### src/rtl/timer_bank_pkg.sv
package timer_bank_pkg;

  // Divider counter width, large enough for the slowest rate (1024).
  localparam int PRESC_W = 10;

  // Control word bit positions, decoded by software.
  localparam int CTL_EN_BIT   = 7;
  localparam int CTL_IRQ_BIT  = 6;
  localparam int CTL_CASC_BIT = 2;
  localparam int CTL_RATE_LSB = 0;

  typedef enum logic [1:0] {
    RATE_DIV1    = 2'b00,
    RATE_DIV64   = 2'b01,
    RATE_DIV256  = 2'b10,
    RATE_DIV1024 = 2'b11
  } rate_e;

  typedef struct packed {
    logic  en;
    logic  irq_en;
    rate_e rate;
  } tmr_ctrl_t;

  // Terminal count of the divider for a given rate code (period minus one).
  function automatic logic [PRESC_W-1:0] rate_terminal(input rate_e r);
    logic [PRESC_W-1:0] t;
    case (r)
      RATE_DIV1:    t = PRESC_W'(0);
      RATE_DIV64:   t = PRESC_W'(63);
      RATE_DIV256:  t = PRESC_W'(255);
      default:      t = PRESC_W'(1023);
    endcase
    return t;
  endfunction

endpackage

### src/rtl/timer_prescaler.sv
module timer_prescaler
  import timer_bank_pkg::*;
#(
  parameter int PW = PRESC_W
) (
  input  logic  clk,
  input  logic  rst,
  input  logic  run,
  input  logic  restart,
  input  rate_e rate,
  output logic  tick
);

  logic [PW-1:0] div_q;
  logic [PW-1:0] term;

  always_comb begin
    term = PW'(rate_terminal(rate));
    // >= keeps the divider bounded when the rate is lowered mid-run
    tick = run && (div_q >= term);
  end

  always_ff @(posedge clk) begin
    if (rst || restart) begin
      div_q <= '0;
    end else if (run) begin
      div_q <= tick ? '0 : div_q + 1'b1;
    end
  end


  divider_restart_chk: assert property (@(posedge clk) disable iff (rst)
    restart |=> (div_q == '0))
    else $error("divider not restarted on enable");

endmodule

### src/rtl/timer_channel.sv
module timer_channel
  import timer_bank_pkg::*;
#(
  parameter int DW       = 16,
  parameter bit HAS_CASC = 1'b1
) (
  input  logic          clk,
  input  logic          rst,
  input  logic          data_we,
  input  logic          ctrl_we,
  input  logic [DW-1:0] wr_data,
  input  logic          casc_in,
  output logic          wrap_o,
  output logic [DW-1:0] count_o,
  output logic [DW-1:0] ctrl_rd_o,
  output logic          irq_o
);

  tmr_ctrl_t     ctrl_q;
  logic          casc_q;
  logic [DW-1:0] reload_q;
  logic [DW-1:0] cnt_q;
  logic          irq_q;

  logic          en_rise;
  logic [DW-1:0] reload_val;
  logic          ptick;
  logic          step;
  logic          wrap;

  // Chaining bit exists only on channels that have a lower neighbour.
  generate
    if (HAS_CASC) begin : g_casc
      always_ff @(posedge clk) begin
        if (rst) begin
          casc_q <= 1'b0;
        end else if (ctrl_we) begin
          casc_q <= wr_data[CTL_CASC_BIT];
        end
      end
    end else begin : g_nocasc
      assign casc_q = 1'b0;
    end
  endgenerate

  always_comb begin
    en_rise    = ctrl_we && wr_data[CTL_EN_BIT] && !ctrl_q.en;
    reload_val = data_we ? wr_data : reload_q;
    step       = ctrl_q.en && (casc_q ? casc_in : ptick);
    wrap       = step && (&cnt_q);
  end

  timer_prescaler #(.PW(PRESC_W)) u_presc (
    .clk     (clk),
    .rst     (rst),
    .run     (ctrl_q.en && !casc_q),
    .restart (en_rise),
    .rate    (ctrl_q.rate),
    .tick    (ptick)
  );

  always_ff @(posedge clk) begin
    if (rst) begin
      ctrl_q <= '0;
    end else if (ctrl_we) begin
      ctrl_q.en     <= wr_data[CTL_EN_BIT];
      ctrl_q.irq_en <= wr_data[CTL_IRQ_BIT];
      ctrl_q.rate   <= rate_e'(wr_data[CTL_RATE_LSB +: 2]);
    end
  end

  always_ff @(posedge clk) begin
    if (rst) begin
      reload_q <= '0;
    end else if (data_we) begin
      reload_q <= wr_data;
    end
  end

  always_ff @(posedge clk) begin
    if (rst) begin
      cnt_q <= '0;
    end else if (en_rise) begin
      cnt_q <= reload_q;
    end else if (wrap) begin
      cnt_q <= reload_val;
    end else if (step) begin
      cnt_q <= cnt_q + 1'b1;
    end
  end

  always_ff @(posedge clk) begin
    if (rst) begin
      irq_q <= 1'b0;
    end else begin
      irq_q <= wrap && ctrl_q.irq_en;
    end
  end

  always_comb begin
    ctrl_rd_o               = '0;
    ctrl_rd_o[CTL_EN_BIT]   = ctrl_q.en;
    ctrl_rd_o[CTL_IRQ_BIT]  = ctrl_q.irq_en;
    ctrl_rd_o[CTL_CASC_BIT] = casc_q;
    ctrl_rd_o[CTL_RATE_LSB +: 2] = ctrl_q.rate;
  end

  assign wrap_o  = wrap;
  assign count_o = cnt_q;
  assign irq_o   = irq_q;


  hold_when_off_chk: assert property (@(posedge clk) disable iff (rst)
    (!ctrl_q.en && !ctrl_we) |=> $stable(cnt_q))
    else $error("count moved while stopped");


  enable_load_chk: assert property (@(posedge clk) disable iff (rst)
    en_rise |=> (ctrl_q.en && cnt_q == $past(reload_q)))
    else $error("enable did not load reload value");


  data_write_quiet_chk: assert property (@(posedge clk) disable iff (rst)
    (data_we && !step && !ctrl_we) |=> $stable(cnt_q))
    else $error("data write altered count");


  reload_on_wrap_chk: assert property (@(posedge clk) disable iff (rst)
    wrap |=> (cnt_q == $past(reload_val)))
    else $error("wrap did not reload");


  chain_idle_chk: assert property (@(posedge clk) disable iff (rst)
    (casc_q && !casc_in && !ctrl_we) |=> $stable(cnt_q))
    else $error("chained channel moved without lower wrap");


  irq_source_chk: assert property (@(posedge clk) disable iff (rst)
    irq_o |-> $past(wrap && ctrl_q.irq_en))
    else $error("irq without enabled wrap");

endmodule

### src/rtl/reload_timer_bank.sv
module reload_timer_bank
  import timer_bank_pkg::*;
#(
  parameter int NUM_CH = 4,
  parameter int DATA_W = 16,
  localparam int CH_W   = $clog2(NUM_CH),
  localparam int ADDR_W = CH_W + 2
) (
  input  logic              clk,
  input  logic              rst,
  input  logic [ADDR_W-1:0] bus_addr,
  input  logic              bus_we,
  input  logic [DATA_W-1:0] bus_wdata,
  output logic [DATA_W-1:0] bus_rdata,
  output logic [NUM_CH-1:0] irq
);

  logic [CH_W-1:0]   sel_ch;
  logic              sel_ctrl;
  logic              unused_addr_lsb;
  logic [DATA_W-1:0] cnt_w  [NUM_CH];
  logic [DATA_W-1:0] ctrl_w [NUM_CH];
  logic [NUM_CH-1:0] wrap_w;
  logic [NUM_CH-1:0] irq_w;
  logic [DATA_W-1:0] rd_next;
  logic [DATA_W-1:0] rd_q;

  assign sel_ch          = bus_addr[ADDR_W-1:2];
  assign sel_ctrl        = bus_addr[1];
  assign unused_addr_lsb = bus_addr[0];

  generate
    for (genvar i = 0; i < NUM_CH; i++) begin : g_ch
      logic hit;
      logic casc_src;
      assign hit = (sel_ch == CH_W'(i));
      if (i == 0) begin : g_bottom
        assign casc_src = 1'b0;
      end else begin : g_upper
        assign casc_src = wrap_w[i-1];
      end
      timer_channel #(
        .DW       (DATA_W),
        .HAS_CASC (i != 0)
      ) u_chan (
        .clk       (clk),
        .rst       (rst),
        .data_we   (bus_we && hit && !sel_ctrl),
        .ctrl_we   (bus_we && hit && sel_ctrl),
        .wr_data   (bus_wdata),
        .casc_in   (casc_src),
        .wrap_o    (wrap_w[i]),
        .count_o   (cnt_w[i]),
        .ctrl_rd_o (ctrl_w[i]),
        .irq_o     (irq_w[i])
      );
    end
  endgenerate

  always_comb begin
    rd_next = '0;
    for (int i = 0; i < NUM_CH; i++) begin
      if (sel_ch == CH_W'(i)) begin
        rd_next = sel_ctrl ? ctrl_w[i] : cnt_w[i];
      end
    end
  end

  always_ff @(posedge clk) begin
    if (rst) begin
      rd_q <= '0;
    end else begin
      rd_q <= rd_next;
    end
  end

  assign bus_rdata = rd_q;
  assign irq       = irq_w;


  ctrl_reserved_zero_chk: assert property (@(posedge clk) disable iff (rst)
    $past(bus_addr[1]) |-> (bus_rdata[DATA_W-1:8] == '0 && bus_rdata[5:3] == '0))
    else $error("reserved control bits read nonzero");


  irq_clear_after_reset_chk: assert property (@(posedge clk)
    $past(rst) |-> (irq == '0 && bus_rdata == '0))
    else $error("outputs not cleared by reset");

endmodule

### config.mk
export PLATFORM = sky130hd
export DESIGN_NAME = reload_timer_bank
export DESIGN_NICKNAME = d
export VERILOG_FILES = /design/src/rtl/timer_bank_pkg.sv /design/src/rtl/timer_prescaler.sv /design/src/rtl/timer_channel.sv /design/src/rtl/reload_timer_bank.sv
export SDC_FILE = /design/constraint.sdc
export NUM_CORES = 1
export LEC_CHECK = 0
export BUFFER_PORTS_ARGS = -buffer_cell sky130_fd_sc_hd__clkbuf_2
export CAP_MARGIN = 30
export CORE_ASPECT_RATIO = 0.8
export CORE_MARGIN = 2
export CORE_UTILIZATION = 56
export DETAILED_ROUTE_END_ITERATION = 16
export PLACE_DENSITY = 0.84
export SYNTH_ARGS = -nofsm -noshare
export SYNTH_HDL_FRONTEND = slang
export SYNTH_SLANG_ARGS = --single-unit
### constraint.sdc
create_clock -name clk -period 2.9 [get_ports clk]
set_clock_uncertainty 0.2 [all_clocks]
set_input_delay 0.58 -clock clk [delete_from_list [all_inputs] [get_ports clk]]
set_output_delay 0.58 -clock clk [all_outputs]
set_load 0.02 [all_outputs]
==> results.toml <==
[global_route]
grt_max_degree = 64
antenna_found_initial = 1
first_global_vias = 9530
grt_pass1_wl_mm = 50.8
gr-usage-all-layers = 0.312
gr-total-overflow = 0

[sta]
max_freq_mhz = 341
slew_viol_final = 0
period_share = 1.01
rsz0062_at_grt = "yes"
worst_slew_pin_slew_ns = 0.736
setup_ws_ns = -0.0344
finalSetupTns_ns = -0.105
setup_viol_count_final = 6
relSlewSlack = 0.509
hold_viol = 0
layout_min_cycle_time_ns = 2.93

[cells_and_area]
area_delta_synth_final_pct = 19.0
fin_util = 0.679
finalInstanceArea_um2 = 12900
final_nets = 1389
drive_gt1_frac = 0.195

[clock_network]
root_buffer = "clkbuf_16"
clock_sinks = 207
ctsHoldBuffers = 0
clk_latency_ns = 0.51
cts_buffer_depth = 3
cts_max_level = 1
clk_pin_slew_worst_paths_ns = 0.06
cts-buffers-inserted = 22
tritoncts = "done"

[routing]
drt_iter0_drc = 1560
wl_mm = 34.0
wl_per_cell_um = 21.2
antenna_left = 0
first_pass_iters = 9
vias = 10200
vias_per_cell = 6.35
post-route-drc-count = 0

[setup_path]
rrSetupSlack_ns = -0.03
r2r-end = "g_ch[3].u_chan.count_o[15]"
worst-setup-path-type = "flip-flop to flip-flop"
worstPathMaxFanout = 7
crit_arrival_ns = 3.09
reg2reg_depth = 12
end_kind = "flip-flop"
r2r-start = "g_ch[0].u_chan.ctrl_rd_o[0]"
start_kind = "flip-flop"
cp.required_ns = 3.06

[synthesis]
synth_edf_count = 0
synth_area_um2 = 10800
synth_ff_type = "dfxtp_1"
synth_top_area_share = 0.384
syn-num-nets = 1287
ys_top_cells_by_area = "dfxtp_1 (38%), mux2i_1 (8.2%), nor2_1 (7.1%)"
synth.largest_area_cell = "dfxtp_1"
yosysUniqueCellTypes = 70
synth.top_cells.by_count = "dfxtp_1 (207), nor2_1 (205), nand2_1 (108), mux2i_1 (88), a21oi_1 (66)"
synth_async_sr_flop_share = 0
synth_seq_area_share = 0.384
synth_cells = 1230
synth_most_common_cell = "dfxtp_1"
synth-seq-cells = 207
synth_warnings = 0
synthesis.area_per_instance_um2 = 8.78

[min_path]
min_to = "g_ch[0].u_chan.reload_q[4]"
hold_path.class = "primary input to flip-flop"
min_from = "bus_wdata[4]"
min_delay_path_depth = 3

[placed_design]
port_buffers = 41
gp_congestion = 0.965
hpwl_mm = 22.3
placed_area_um2 = 11800
dp_worst_setup_slack_ns = -0.207

[power_and_ir_drop]
p_leak_nw = 5.25
power_density_nw_per_um2 = 496
peakVddDrop_uv = 473

[die]
ios = 43
die_area_um2 = 20400
start_util = 0.571
core_um2 = 18900
rows = 45
die_y_um = 128
die_w_um = 159

[run_status]
violations = "negative setup slack"
status = "complete, but fails checks"

[run]
drv_cap = 0
[worst max-delay path by stage]
stage,slack [ns],endpoint,from
after global routing,-0.09,g_ch[2].u_chan.count_o[8],g_ch[0].u_chan.ctrl_rd_o[0]
after floorplan,0.13,g_ch[3].u_chan.count_o[13],g_ch[0].u_chan.ctrl_rd_o[1]
final,-0.03,g_ch[3].u_chan.count_o[15],g_ch[0].u_chan.ctrl_rd_o[0]
after CTS,0.003,g_ch[2].u_chan.count_o[8],g_ch[0].u_chan.ctrl_rd_o[0]
after detailed placement,-0.21,g_ch[0].u_chan.count_o[15],g_ch[0].u_chan.ctrl_rd_o[0]
after global placement,-0.09,g_ch[0].u_chan.count_o[4],g_ch[0].u_chan.ctrl_rd_o[1]
[sequential cells by signal (all words and copies together) (netlist names)]
name,count
bus_rdata,16
g_ch.u_chan.casc_q,3
g_ch.u_chan.count_o,64
g_ch.u_chan.ctrl_rd_o,16
g_ch.u_chan.irq_o,4
g_ch.u_chan.reload_q,64
g_ch.u_chan.u_presc.div_q,40
[placed cells by master (no fill, tap or decap), types with 22 or more instances in the layout]
master / instances
buf_4: 101
mux2i_1: 88
dfxtp_1: 204
a22oi_1: 23
clkbuf_16: 24
nand3_1: 46
o21ai_0: 44
a21oi_1: 63
xnor2_1: 29
clkbuf_2: 40
nor2_1: 203
and3_1: 26
xor2_1: 47
ha_1: 31
nor2b_1: 22
nand2_1: 106
[power breakdown]
group          internal, W  leakage (nW)  switching, W
logic             0.000164          3.20      0.000275
clock network      0.00183         0.373       0.00118
registers          0.00288          1.67     0.0000434
total              0.00488          5.25       0.00150
[worst max-delay path, stage by stage (launching register included)]
cell and delay, ns:
dfxtp_4 0.41, buf_6 0.11, nand2_4 0.05, ha_1 0.29
nand2_2 0.06, a211o_1 0.30, a22oi_2 0.26, o2bb2ai_4 0.19
a41o_4 0.32, a21oi_4 0.11, buf_4 0.16, a211oi_1 0.22
nor4_1 0.09
[through the flow]
step	cells	power (W)	hold slack, ns
after floorplan	1230	0.00323	0.246
after global placement	1552	0.00337	0.262
after detailed placement	1553	0.00338	0.268
after CTS	1594	0.00634	0.245
after global routing	1604	0.00650	0.270
final	1606	0.00637	0.265
[routing by layer]
| metal | vias to the layer above | share of wire | wire length (µm) | global-route usage |
|---|---|---|---|---|
| li1 | 4568 | - | - | - |
| met1 | 4767 | 0.38 | 13100 | 0.414 |
| met2 | 693 | 0.42 | 14400 | 0.475 |
| met3 | 166 | 0.14 | 4790 | 0.0925 |
| met4 | 2 | 0.052 | 1760 | 0.134 |
| met5 | - | 0.00094 | 32 | 0 |
[logic make-up after synthesis]
kind of cell,synth area share
buffers and inverters,0.0331
AO/OA/AOI/OAI,0.131
flip-flops,0.384
multiplexers,0.131
adder cells (fa/ha/maj),0.0394
AND/OR/NAND/NOR,0.220
XOR/XNOR,0.0617
[area by class of cell]
type | instances | area (µm²)
Sequential cell | 207 | 4150
Inverter | 13 | 48.8
Timing Repair Buffer | 149 | 1090
Clock buffer | 29 | 608
Tap cell | 258 | 323
Multi-Input combinational cell | 939 | 6480
Antenna cell | 2 | 5.00
Fill cell | 1408 | 6070
Clock inverter | 9 | 149
[what timing repair did]
item                       CTS  global route
setup buffers                2             9
hold endpoints to repair     0             0
pin swaps                    5            20
gates resized for setup     13            28
cloned                       1             2
setup endpoints to repair   56            52
Power figures use the tool's default switching activity.
